===== src/rtl/fpFmtCvtPkg.sv =====
package fpFmtCvtPkg;
  localparam int SGL_W      = 32;
  localparam int DBL_W      = 64;
  localparam int SGL_EXP_W  = 8;
  localparam int SGL_FRAC_W = 23;
  localparam int DBL_EXP_W  = 11;
  localparam int DBL_FRAC_W = 52;
  localparam int FLAG_W     = 5;
  localparam int BOX_W      = DBL_W - SGL_W;
  localparam int SIG_W      = DBL_FRAC_W + 1;
  localparam int PAD_W      = 32;
  localparam int SHIFT_W    = SIG_W + PAD_W;
  localparam int DROP_W     = DBL_FRAC_W - SGL_FRAC_W;
  localparam int XEXP_W     = 12;
  localparam int BIAS_DIFF  = 896;

  localparam int FLG_NV = 4;
  localparam int FLG_DZ = 3;
  localparam int FLG_OF = 2;
  localparam int FLG_UF = 1;
  localparam int FLG_NX = 0;

  localparam logic [SGL_W-1:0] CANON_S = 32'h7FC0_0000;
  localparam logic [DBL_W-1:0] CANON_D = 64'h7FF8_0000_0000_0000;

  typedef enum logic [2:0] {
    RM_RNE = 3'd0,
    RM_RTZ = 3'd1,
    RM_RDN = 3'd2,
    RM_RUP = 3'd3,
    RM_RMM = 3'd4
  } rndModeT;

  typedef struct packed {
    logic    doWiden;
    logic    doNarrow;
    rndModeT mode;
  } ctrlT;
endpackage


===== src/rtl/fpFmtCvtCtrl.sv =====
module fpFmtCvtCtrl
  import fpFmtCvtPkg::*;
(
  input  logic [4:0] srcType,
  input  logic [1:0] dstFmt,
  input  logic [2:0] rm,
  input  logic [2:0] frm,
  output ctrlT       ctrl
);
  logic [2:0] effRm;

  always_comb begin
    effRm = (rm == 3'b111) ? frm : rm;
    ctrl.doWiden  = (srcType == 5'd0) && (dstFmt == 2'b01);
    ctrl.doNarrow = (srcType == 5'd1) && (dstFmt == 2'b00);
    case (effRm)
      3'd1:    ctrl.mode = RM_RTZ;
      3'd2:    ctrl.mode = RM_RDN;
      3'd3:    ctrl.mode = RM_RUP;
      3'd4:    ctrl.mode = RM_RMM;
      default: ctrl.mode = RM_RNE;
    endcase
  end
endmodule


===== src/rtl/fpFmtCvtDp.sv =====
module fpFmtCvtDp
  import fpFmtCvtPkg::*;
(
  input  logic [DBL_W-1:0]  opIn,
  input  ctrlT              ctrl,
  output logic [DBL_W-1:0]  resOut,
  output logic [FLAG_W-1:0] flagsOut
);
  function automatic logic [4:0] lzc23(input logic [SGL_FRAC_W-1:0] v);
    lzc23 = 5'd23;
    for (int i = 0; i < SGL_FRAC_W; i++)
      if (v[i]) lzc23 = 5'(SGL_FRAC_W - 1 - i);
  endfunction

  // ---------------- widening path ----------------
  logic                  boxOk;
  logic [SGL_W-1:0]      sIn;
  logic                  wSign;
  logic [SGL_EXP_W-1:0]  wExpIn;
  logic [SGL_FRAC_W-1:0] wFrac, normFrac;
  logic [4:0]            lz;
  logic [DBL_W-1:0]      wideRes;
  logic [FLAG_W-1:0]     wideFlags;

  always_comb begin
    boxOk    = &opIn[DBL_W-1:SGL_W];
    sIn      = boxOk ? opIn[SGL_W-1:0] : CANON_S;
    wSign    = sIn[SGL_W-1];
    wExpIn   = sIn[SGL_W-2:SGL_FRAC_W];
    wFrac    = sIn[SGL_FRAC_W-1:0];
    lz       = lzc23(wFrac);
    normFrac = wFrac << (lz + 5'd1);
    wideFlags = '0;
    if (wExpIn == '1) begin
      if (wFrac != '0) begin
        wideRes = CANON_D;
        wideFlags[FLG_NV] = ~wFrac[SGL_FRAC_W-1];
      end else begin
        wideRes = {wSign, {DBL_EXP_W{1'b1}}, {DBL_FRAC_W{1'b0}}};
      end
    end else if (wExpIn == '0) begin
      if (wFrac == '0)
        wideRes = {wSign, {(DBL_W-1){1'b0}}};
      else
        wideRes = {wSign, DBL_EXP_W'(BIAS_DIFF) - DBL_EXP_W'(lz),
                   normFrac, {DROP_W{1'b0}}};
    end else begin
      wideRes = {wSign, DBL_EXP_W'(wExpIn) + DBL_EXP_W'(BIAS_DIFF),
                 wFrac, {DROP_W{1'b0}}};
    end
  end

  // ---------------- narrowing path ----------------
  logic                  nSign;
  logic [DBL_EXP_W-1:0]  nExpIn, nExpEff;
  logic [DBL_FRAC_W-1:0] nFrac;
  logic [SIG_W-1:0]      sig;
  logic signed [12:0]    eUnb, dRaw;
  logic [4:0]            dAmt;
  logic [SHIFT_W-1:0]    shifted;
  logic [SGL_FRAC_W:0]   kept;
  logic                  guardBit, stickyBit, inexact, incBit, tiny, ovf, toMax;
  logic [XEXP_W-1:0]     expPre;
  logic [XEXP_W+SGL_FRAC_W-1:0] rndSum;
  logic [SGL_W-1:0]      narrowRes;
  logic [FLAG_W-1:0]     narrowFlags;

  always_comb begin
    nSign   = opIn[DBL_W-1];
    nExpIn  = opIn[DBL_W-2:DBL_FRAC_W];
    nFrac   = opIn[DBL_FRAC_W-1:0];
    nExpEff = (nExpIn == '0) ? DBL_EXP_W'(1) : nExpIn;
    sig     = {nExpIn != '0, nFrac};
    eUnb    = $signed({2'b00, nExpEff}) - 13'sd896;
    dRaw    = 13'sd1 - eUnb;
    if (eUnb > 13'sd0)       dAmt = 5'd0;
    else if (dRaw > 13'sd31) dAmt = 5'd31;
    else                     dAmt = dRaw[4:0];
    tiny      = (dAmt != 5'd0);
    shifted   = {sig, {PAD_W{1'b0}}} >> dAmt;
    kept      = shifted[SHIFT_W-1 -: SGL_FRAC_W+1];
    guardBit  = shifted[SHIFT_W-SGL_FRAC_W-2];
    stickyBit = |shifted[SHIFT_W-SGL_FRAC_W-3:0];
    inexact   = guardBit | stickyBit;
    expPre    = (eUnb > 13'sd0) ? eUnb[XEXP_W-1:0] : '0;
    case (ctrl.mode)
      RM_RTZ:  incBit = 1'b0;
      RM_RDN:  incBit = nSign & inexact;
      RM_RUP:  incBit = ~nSign & inexact;
      RM_RMM:  incBit = guardBit;
      default: incBit = guardBit & (stickyBit | kept[0]);
    endcase
    rndSum = {expPre, kept[SGL_FRAC_W-1:0]} + (XEXP_W+SGL_FRAC_W)'(incBit);
    ovf    = rndSum[XEXP_W+SGL_FRAC_W-1:SGL_FRAC_W] >= XEXP_W'(255);
    toMax  = (ctrl.mode == RM_RTZ) || (ctrl.mode == RM_RDN && !nSign) ||
             (ctrl.mode == RM_RUP && nSign);
    narrowFlags = '0;
    if (nExpIn == '1) begin
      if (nFrac != '0) begin
        narrowRes = CANON_S;
        narrowFlags[FLG_NV] = ~nFrac[DBL_FRAC_W-1];
      end else begin
        narrowRes = {nSign, {SGL_EXP_W{1'b1}}, {SGL_FRAC_W{1'b0}}};
      end
    end else if (ovf) begin
      narrowRes = toMax ? {nSign, 8'hFE, {SGL_FRAC_W{1'b1}}}
                        : {nSign, 8'hFF, {SGL_FRAC_W{1'b0}}};
      narrowFlags[FLG_OF] = 1'b1;
      narrowFlags[FLG_NX] = 1'b1;
    end else begin
      narrowRes = {nSign, rndSum[SGL_W-2:0]};
      narrowFlags[FLG_NX] = inexact;
      narrowFlags[FLG_UF] = tiny & inexact;
    end
  end

  // ---------------- output select ----------------
  always_comb begin
    if (ctrl.doWiden) begin
      resOut   = wideRes;
      flagsOut = wideFlags;
    end else if (ctrl.doNarrow) begin
      resOut   = {{BOX_W{1'b1}}, narrowRes};
      flagsOut = narrowFlags;
    end else begin
      resOut   = '0;
      flagsOut = '0;
    end
  end
endmodule


===== src/rtl/fpFmtCvt.sv =====
module fpFmtCvt
  import fpFmtCvtPkg::*;
(
  input  logic [63:0] opIn,
  input  logic [4:0]  srcType,
  input  logic [1:0]  dstFmt,
  input  logic [2:0]  rm,
  input  logic [2:0]  frm,
  output logic [63:0] resOut,
  output logic [4:0]  flagsOut
);
  ctrlT ctrl;

  fpFmtCvtCtrl u_ctrl (
    .srcType (srcType),
    .dstFmt  (dstFmt),
    .rm      (rm),
    .frm     (frm),
    .ctrl    (ctrl)
  );

  fpFmtCvtDp u_dp (
    .opIn     (opIn),
    .ctrl     (ctrl),
    .resOut   (resOut),
    .flagsOut (flagsOut)
  );
endmodule


===== config.mk =====
export PLATFORM = sky130hd
export DESIGN_NAME = fpFmtCvt
export DESIGN_NICKNAME = d
export VERILOG_FILES = /design/src/rtl/fpFmtCvtPkg.sv /design/src/rtl/fpFmtCvtCtrl.sv /design/src/rtl/fpFmtCvtDp.sv /design/src/rtl/fpFmtCvt.sv
export SDC_FILE = /design/constraint.sdc
export NUM_CORES = 1
export LEC_CHECK = 0
export CAP_MARGIN = 10
export CORE_ASPECT_RATIO = 1.5
export CORE_UTILIZATION = 35
export DETAILED_ROUTE_END_ITERATION = 6
export SYNTH_ARGS = -nofsm -noshare
export SYNTH_HDL_FRONTEND = slang
export SYNTH_SLANG_ARGS = --single-unit

===== constraint.sdc =====
create_clock -name vclk -period 11.07
set_input_delay 2.214 -clock vclk [all_inputs]
set_output_delay 2.214 -clock vclk [all_outputs]
set_load 0.02 [all_outputs]

==> results summary, run 1 <==
The run finished, with violations left. In this run the power density over the cells is 38.1 mW/mm^2. The endpoint of the worst hold path is resOut[26]. The number of setup violations in the final report is 0. The via count of the first global-routing pass was 12,500. The initialized floorplan defines 67 standard-cell rows.

The routed length per instance is 26.4 um. From synthesis to final layout, the design area changed by 59.7%. After routing the design area is 0.0127 sq mm.

The utilization after layout came out at 0.568. The summed negative setup slack over all endpoints is 0 ns. The remaining max-slew budget at the tightest pin is 0.326. The top cell types in the final layout, fill and taps aside, are sky130_fd_sc_hd__buf_4 (333), sky130_fd_sc_hd__nor2_1 (145), sky130_fd_sc_hd__nand2_1 (116). The min-delay analysis places its worst path in the category input port to primary output. The top cell family by delay on the critical path is simple AND/OR/NAND/NOR gates. The average instance area after synthesis came out at 6.40 sq um. The number of routed nets with antenna violations came out at 0.

The number of antenna violations at the first check in global routing is 1. The top-level I/O count came out at 146. The capturing element type of the critical path is a primary output. Of the cells placed in the final design, the portion with a size suffix greater than 1 is 0.347.

For this run, the register share of the synthesized area comes to 0. The DRC violation total after the first TritonRoute iteration is 1,473. The stage delay of the slowest cell on the critical path came out at 0.58 ns. The transition time at the pin with the least slew margin is 1.01 ns.

The number of warnings reported in the yosys synthesis log is 0. The sum of internal, switching and leakage power came out at 0.482 mW. Synthesis handed over a netlist of 1,240 instances. The area of the mapped netlist is 0.00793 sq mm.

The biggest fanout along the worst timing path came out at 7. The buffer and inverter count on the worst path came out at 6. The count of TritonRoute iterations in the first routing pass is 7. The leading cell type in the layout, fill and taps excluded is sky130_fd_sc_hd__buf_4. For this design, the CTS-stage hold fixing added 0 buffers. The worst-case IR drop observed on VDD is 0.0262 mV. The number of input and output port buffers inserted came out at 145. The area of all sequential standard cells is 0 sq um.

sky130_fd_sc_hd__nor2_1 takes more of the synthesized area than any other cell. The startpoint identified for the worst hold timing path is opIn[55]. The layout has 2,244 filler cells. Among the stages of the critical path, the cell type that occurs most often is sky130_fd_sc_hd__buf_4.

The final critical delay including setup and external delays came out at 10.90 ns. Across all hold checks on the routed design, the worst slack comes to 5.31 ns. In the post-synthesis netlist, the biggest area contributors are sky130_fd_sc_hd__nor2_1 (7.1%), sky130_fd_sc_hd__mux2i_1 (5.9%), sky130_fd_sc_hd__nand2_1 (5.5%). The area of the placeable core came out at 0.0223 sq mm. The area enclosed by the die boundary is 0.0233 sq mm.

The HPWL after detailed placement is 38,400 um. The max-capacitance violation count is 0. The final estimated routing congestion in global placement is 1.06.

The final route contains 12,700 vias. The global-route wire length before repair is 74,100 um. The total global routing overflow is 0. After the last flow step, the layout net total stands at 1,706. For this design the static power due to leakage is 4.91 nW. The post-detailed-route via-to-cell ratio came out at 6.72. The required time of the worst setup path is 8.86 ns. The detailed-route DRC error count is 30. The element type at the critical path start is an input port. The post-synthesis cell type count came out at 112. The checks that failed: DRC.

The post-placement cell area is 0.0117 sq mm. Of the available clock period, the critical path in the final layout requires 0.984. From left edge to right edge, the die measures 125 um. The slowest stage of the critical path belongs to the cell sky130_fd_sc_hd__or4_4. The overall routing resource usage came out at 0.413. The number of clock buffers in the layout came out at 0. Based on the critical path, the design can be clocked at up to 0.0918 GHz. The number of instances on the worst hold path came out at 6. Entering global routing, the biggest net connects 27 pins.

The final hold violation count is 0. The sum of routed wire length over all layers came out at 50,100 um. The die outline height came out at 186 um. The number of pins exceeding their max-slew limit in the final report was 0. The share of the synthesized area in the top cell type came out at 0.0710.

The effective utilization at floorplan came out at 0.356. The net count of the mapped netlist is 1,325. The design has 0 sequential cells.

The worst setup path is of the input port to primary output kind. The arrival time of the worst setup path came out at 8.68 ns.
[through the flow]
step	worst slack [ns]	cells
2_1_floorplan	-0.0307	1240
3_3_place_gp	-1.16	1857
3_5_place_dp	-1.30	1857
4_1_cts	0.00397	1870
5_1_grt	-0.0296	1896
6_report	0.174	1896
[cells by family (layout without fill, tap and decap cells)]
| logic type | Yosys count | count (layout) | share of synthesized area |
|---|---|---|---|
| simple gates | 571 | 571 | 0.370 |
| compound gates | 422 | 422 | 0.400 |
| buf+inv | 142 | 521 | 0.0843 |
| mux | 62 | 62 | 0.0934 |
| xor+xnor | 34 | 34 | 0.0394 |
| fa+ha+maj | 8 | 8 | 0.0126 |
| other cells | 1 | 2 | 0.000473 |
[area by class of cell]
type	instances	area, sq um	area share
well taps	276	345	0.0273
diodes	1	2.50	0.000198
inverters	17	63.8	0.00504
multi-input cells	1098	7980	0.630
repair buffers	504	4280	0.338
[cell usage after synthesis (all sizes together) (13+ instances only)]
library cell,count
nor2,151
nand2,117
a21oi,82
clkbuf,77
o21ai,74
nor3,66
nand3,53
a211oi,48
buf,48
mux2i,47
nand4,35
nor4,26
xor2,21
or3,20
o211ai,16
a22oi,15
inv,15
a31oi,14
and2,14
nand2b,14
o31ai,13
or2,13
xnor2,13
[per-layer routing]
metal / share of wire / routed length [um] / up-vias / track usage
met5: 0 / 0 / - / 0
met3: 0.081 / 4040 / 354 / 0.0728
met1: 0.33 / 16500 / 5982 / 0.418
li1: - / - / 5543 / -
met4: 0.12 / 6060 / 0 / 0.385
met2: 0.47 / 23500 / 870 / 0.717
[worst max-delay path by stage]
stage	startpoint	end	slack [ns]	depth (start not counted)
finish	opIn[59]	resOut[21]	0.17	29
global route	opIn[59]	resOut[21]	-0.03	34
CTS	opIn[53]	flagsOut[2]	0.004	36
detailed placement	opIn[60]	resOut[21]	-1.30	34
global placement	opIn[60]	resOut[1]	-1.16	34
floorplan	opIn[53]	resOut[2]	-0.03	34
[report_power, final]
group	leakage [nW]	internal, mW	switching, mW
sequential	0	0	0
combinational	4.91	0.212	0.270
clock	0.00000634	0.0000000121	0
[what timing repair did]
action,in CTS,in global routing
gates resized for setup,173,111
setup endpoints to repair,33,33
setup buffers,13,25
gates cloned,0,3
pin swaps,17,49
(Power assumes the default switching activity.)
==> inputs of run 2 (changes only) <==
--- a/config.mk
+++ b/config.mk
@@ -9,2 +9,3 @@
 export CORE_ASPECT_RATIO = 1.5
+export CORE_MARGIN = 2
 export CORE_UTILIZATION = 35
==> constraint.sdc (replaced) <==
create_clock -name vclk -period 11.07
set_input_delay 2.214 -clock vclk [all_inputs]
set_output_delay 2.214 -clock vclk [all_outputs]
set_load 0.01 [all_outputs]
==> run 2 against run 1 <==
Compared with the run above: the flow now finishes without violations; worst setup slack better by 0.021 ns; non-clock buffer count decreased by 5; largest power group unchanged; first-iteration DRC count increased by 17%; utilization shrank 1.0 points; global-route usage fell by 2.5 points; flip-flop and latch count stayed put; routed wire length shrank 3.7%; critical path type unchanged; cell area fell by 1.8%; via count barely moved; largest cell class unchanged; highest routed layer unchanged.
==> results summary, run 2 (same netlist as run 1, synthesis figures left out) <==
The run finished with clean final reports. The proportion of power drawn by the clock network came out at 0. The sequential share of power is 0. The element type at the critical path start is an input port. The number of clock buffers in the layout is 0. The filler-free cell count of the finished design came out at 1,890. Entering global routing, the biggest net connects 27 pins.

The final hold violation count came out at 0. STA classifies the critical path endpoint as a primary output. Summing all flip-flop and latch instances after layout gives 0 sq um. The total internal power came out at 0.206 mW. The net count of the finished layout is 1,701. The DRC violation total after the first TritonRoute iteration came out at 1,718. The remaining max-slew budget at the tightest pin came out at 0.292. The final critical delay including setup and external delays is 10.87 ns. The via count is 12,700. The number of setup violations in the final report came out at 0.

The utilization after layout came out at 0.558. The sum of routed wire length over all layers came out at 48,300 um. The global-route wire length before repair is 72,800 um. The biggest fanout along the worst timing path is 12. The diode insertion count for antenna repair came out at 0.

The initial utilization of the core area, before any placement, comes to 0.356. The via count of the first global-routing pass came out at 12,300. The detailed-placement wirelength estimate is 36,800 um. The transition time at the pin with the least slew margin came out at 1.06 ns. The row count came out at 67. The met3 track demand over resource in global routing came out at 0.0608. In this run, post-CTS hold repair placed 0 buffers. The cell leakage power came out at 4.78 nW. The global routing stage identified its most utilized layer as met2. The share of power burned in combinational logic is 1.000. The minimum setup slack after placement is -1.38 ns. After global routing the overflow that remains totals 0.

The detailed-route DRC error count is 0. The timing startpoint of the critical path is opIn[53]. The count of TritonRoute iterations in the first routing pass is 6. The number of instances on the worst hold path came out at 7. The post-detailed-route via-to-cell ratio is 6.74. IR analysis of the VDD net gives a maximum drop of 0.0295 mV.

In the layout the commonest cells are sky130_fd_sc_hd__buf_4 (325), sky130_fd_sc_hd__nor2_1 (146), sky130_fd_sc_hd__nand2_1 (117). The met1 track demand over resource in global routing is 0.416. In the global route stage, met2 resource usage came out at 0.684. The power per standard cell area is 37.8 mW/mm^2.

The final cycle utilization of the critical path came out at 0.982. The worst hold path class is input port to primary output. The area enclosed by the die boundary is 0.0239 sq mm.

The congestion estimate from routability-driven global placement came to 1.19. The max-capacitance violation count is 0. Compared with the post-synthesis result, the final layout area differs by 56.8%.

The layout cell share with drive strength beyond 1 is 0.340. The number of input and output port buffers inserted is 145. The die outline height is 188 um. The arrival time of the worst setup path is 8.66 ns. Dividing the detail-routed wire length by the instance count gives 25.5 um. The slowest stage of the critical path belongs to the cell sky130_fd_sc_hd__or4b_4. The area of the placeable core came out at 0.0223 sq mm. The required time of the worst setup path is 8.86 ns. Leaving out fill and tap cells, the most frequent cell in the layout is sky130_fd_sc_hd__buf_4. The analysis attributes to net switching a power of 0.264 mW.

The stage delay of the slowest cell on the critical path came out at 0.54 ns. The overall routing resource usage is 0.388. The most numerous cell type found on the critical path is sky130_fd_sc_hd__buf_6. Of the total power, the share spent switching nets is 0.561.

The number of pins exceeding their max-slew limit in the final report came out at 0. The number of flip-flops and latches came out at 0. The width of the die is 127 um. The top-level I/O count came out at 146. The worst setup path is of the input port to primary output kind. The number of antenna violations at the first check in global routing is 0. Timing would allow up to 0.0920 GHz. The post-layout worst setup margin came out at 0.195 ns.

In this run the worst setup path terminates at resOut[19]. The sum of internal, switching and leakage power is 0.470 mW. The number of placed instances, taps included is 1,841. The number of routed nets with antenna violations is 0.
==> run 2: area by class of cell <==
type               instances  area (sq um)
fillers                 2176          9870
multi-input cells       1098          7840
repair buffers           499          4190
well taps                276           345
inverters                 17          63.8
==> run 2: worst max-delay path, delay by kind of cell <==
kind / cells / cell delay [ns]
AO/OA/AOI/OAI: 11 / 2.06
buffers and inverters: 13 / 1.80
AND/OR/NAND/NOR: 6 / 1.48
adder cells (fa/ha/maj): 3 / 0.72
multiplexers: 1 / 0.35
==> run 2: metal layers <==
| metal | up-vias | wire length (um) |
|---|---|---|
| li1 | 5526 | - |
| met1 | 5907 | 15900 |
| met2 | 964 | 23100 |
| met3 | 345 | 4270 |
| met4 | 0 | 4930 |
| met5 | - | 0 |
==> run 2: repair_timing <==
| action | 4_1_cts | 5_1_grt |
|---|---|---|
| setup buffers | 29 | 21 |
| pin swaps | 24 | 43 |
| gates resized for setup | 136 | 116 |
| setup endpoints to repair | 33 | 33 |
| cloned | 2 | 1 |
==> run 2: power groups by stage <==
stage	sequential [mW]	clock (mW)	combinational (mW)
2_1_floorplan	0	0	0.194
3_3_place_gp	0	0	0.401
3_5_place_dp	0	0	0.401
4_1_cts	0	0	0.427
5_1_grt	0	0	0.489
6_report	0	0	0.470
==> run 2: metrics by stage <==
step	hold WS (ns)	instance area, sq um	TNS [ns]
after floorplan	4.59	7930	0
after global placement	5.60	11500	-35.14
after detailed placement	5.61	11500	-39.37
after CTS	5.55	12100	-0.588
after global routing	5.48	12400	-0.0240
final	5.39	12400	0
==> run 2: worst min-delay path by stage <==
| stage | start | end | slack (ns) |
|---|---|---|---|
| floorplan | opIn[31] | resOut[63] | 4.59 |
| global route | opIn[59] | resOut[30] | 5.48 |
| CTS | srcType[0] | resOut[26] | 5.55 |
| global placement | dstFmt[0] | resOut[53] | 5.60 |
| detailed placement | dstFmt[0] | resOut[55] | 5.61 |
| finish | opIn[59] | resOut[30] | 5.39 |
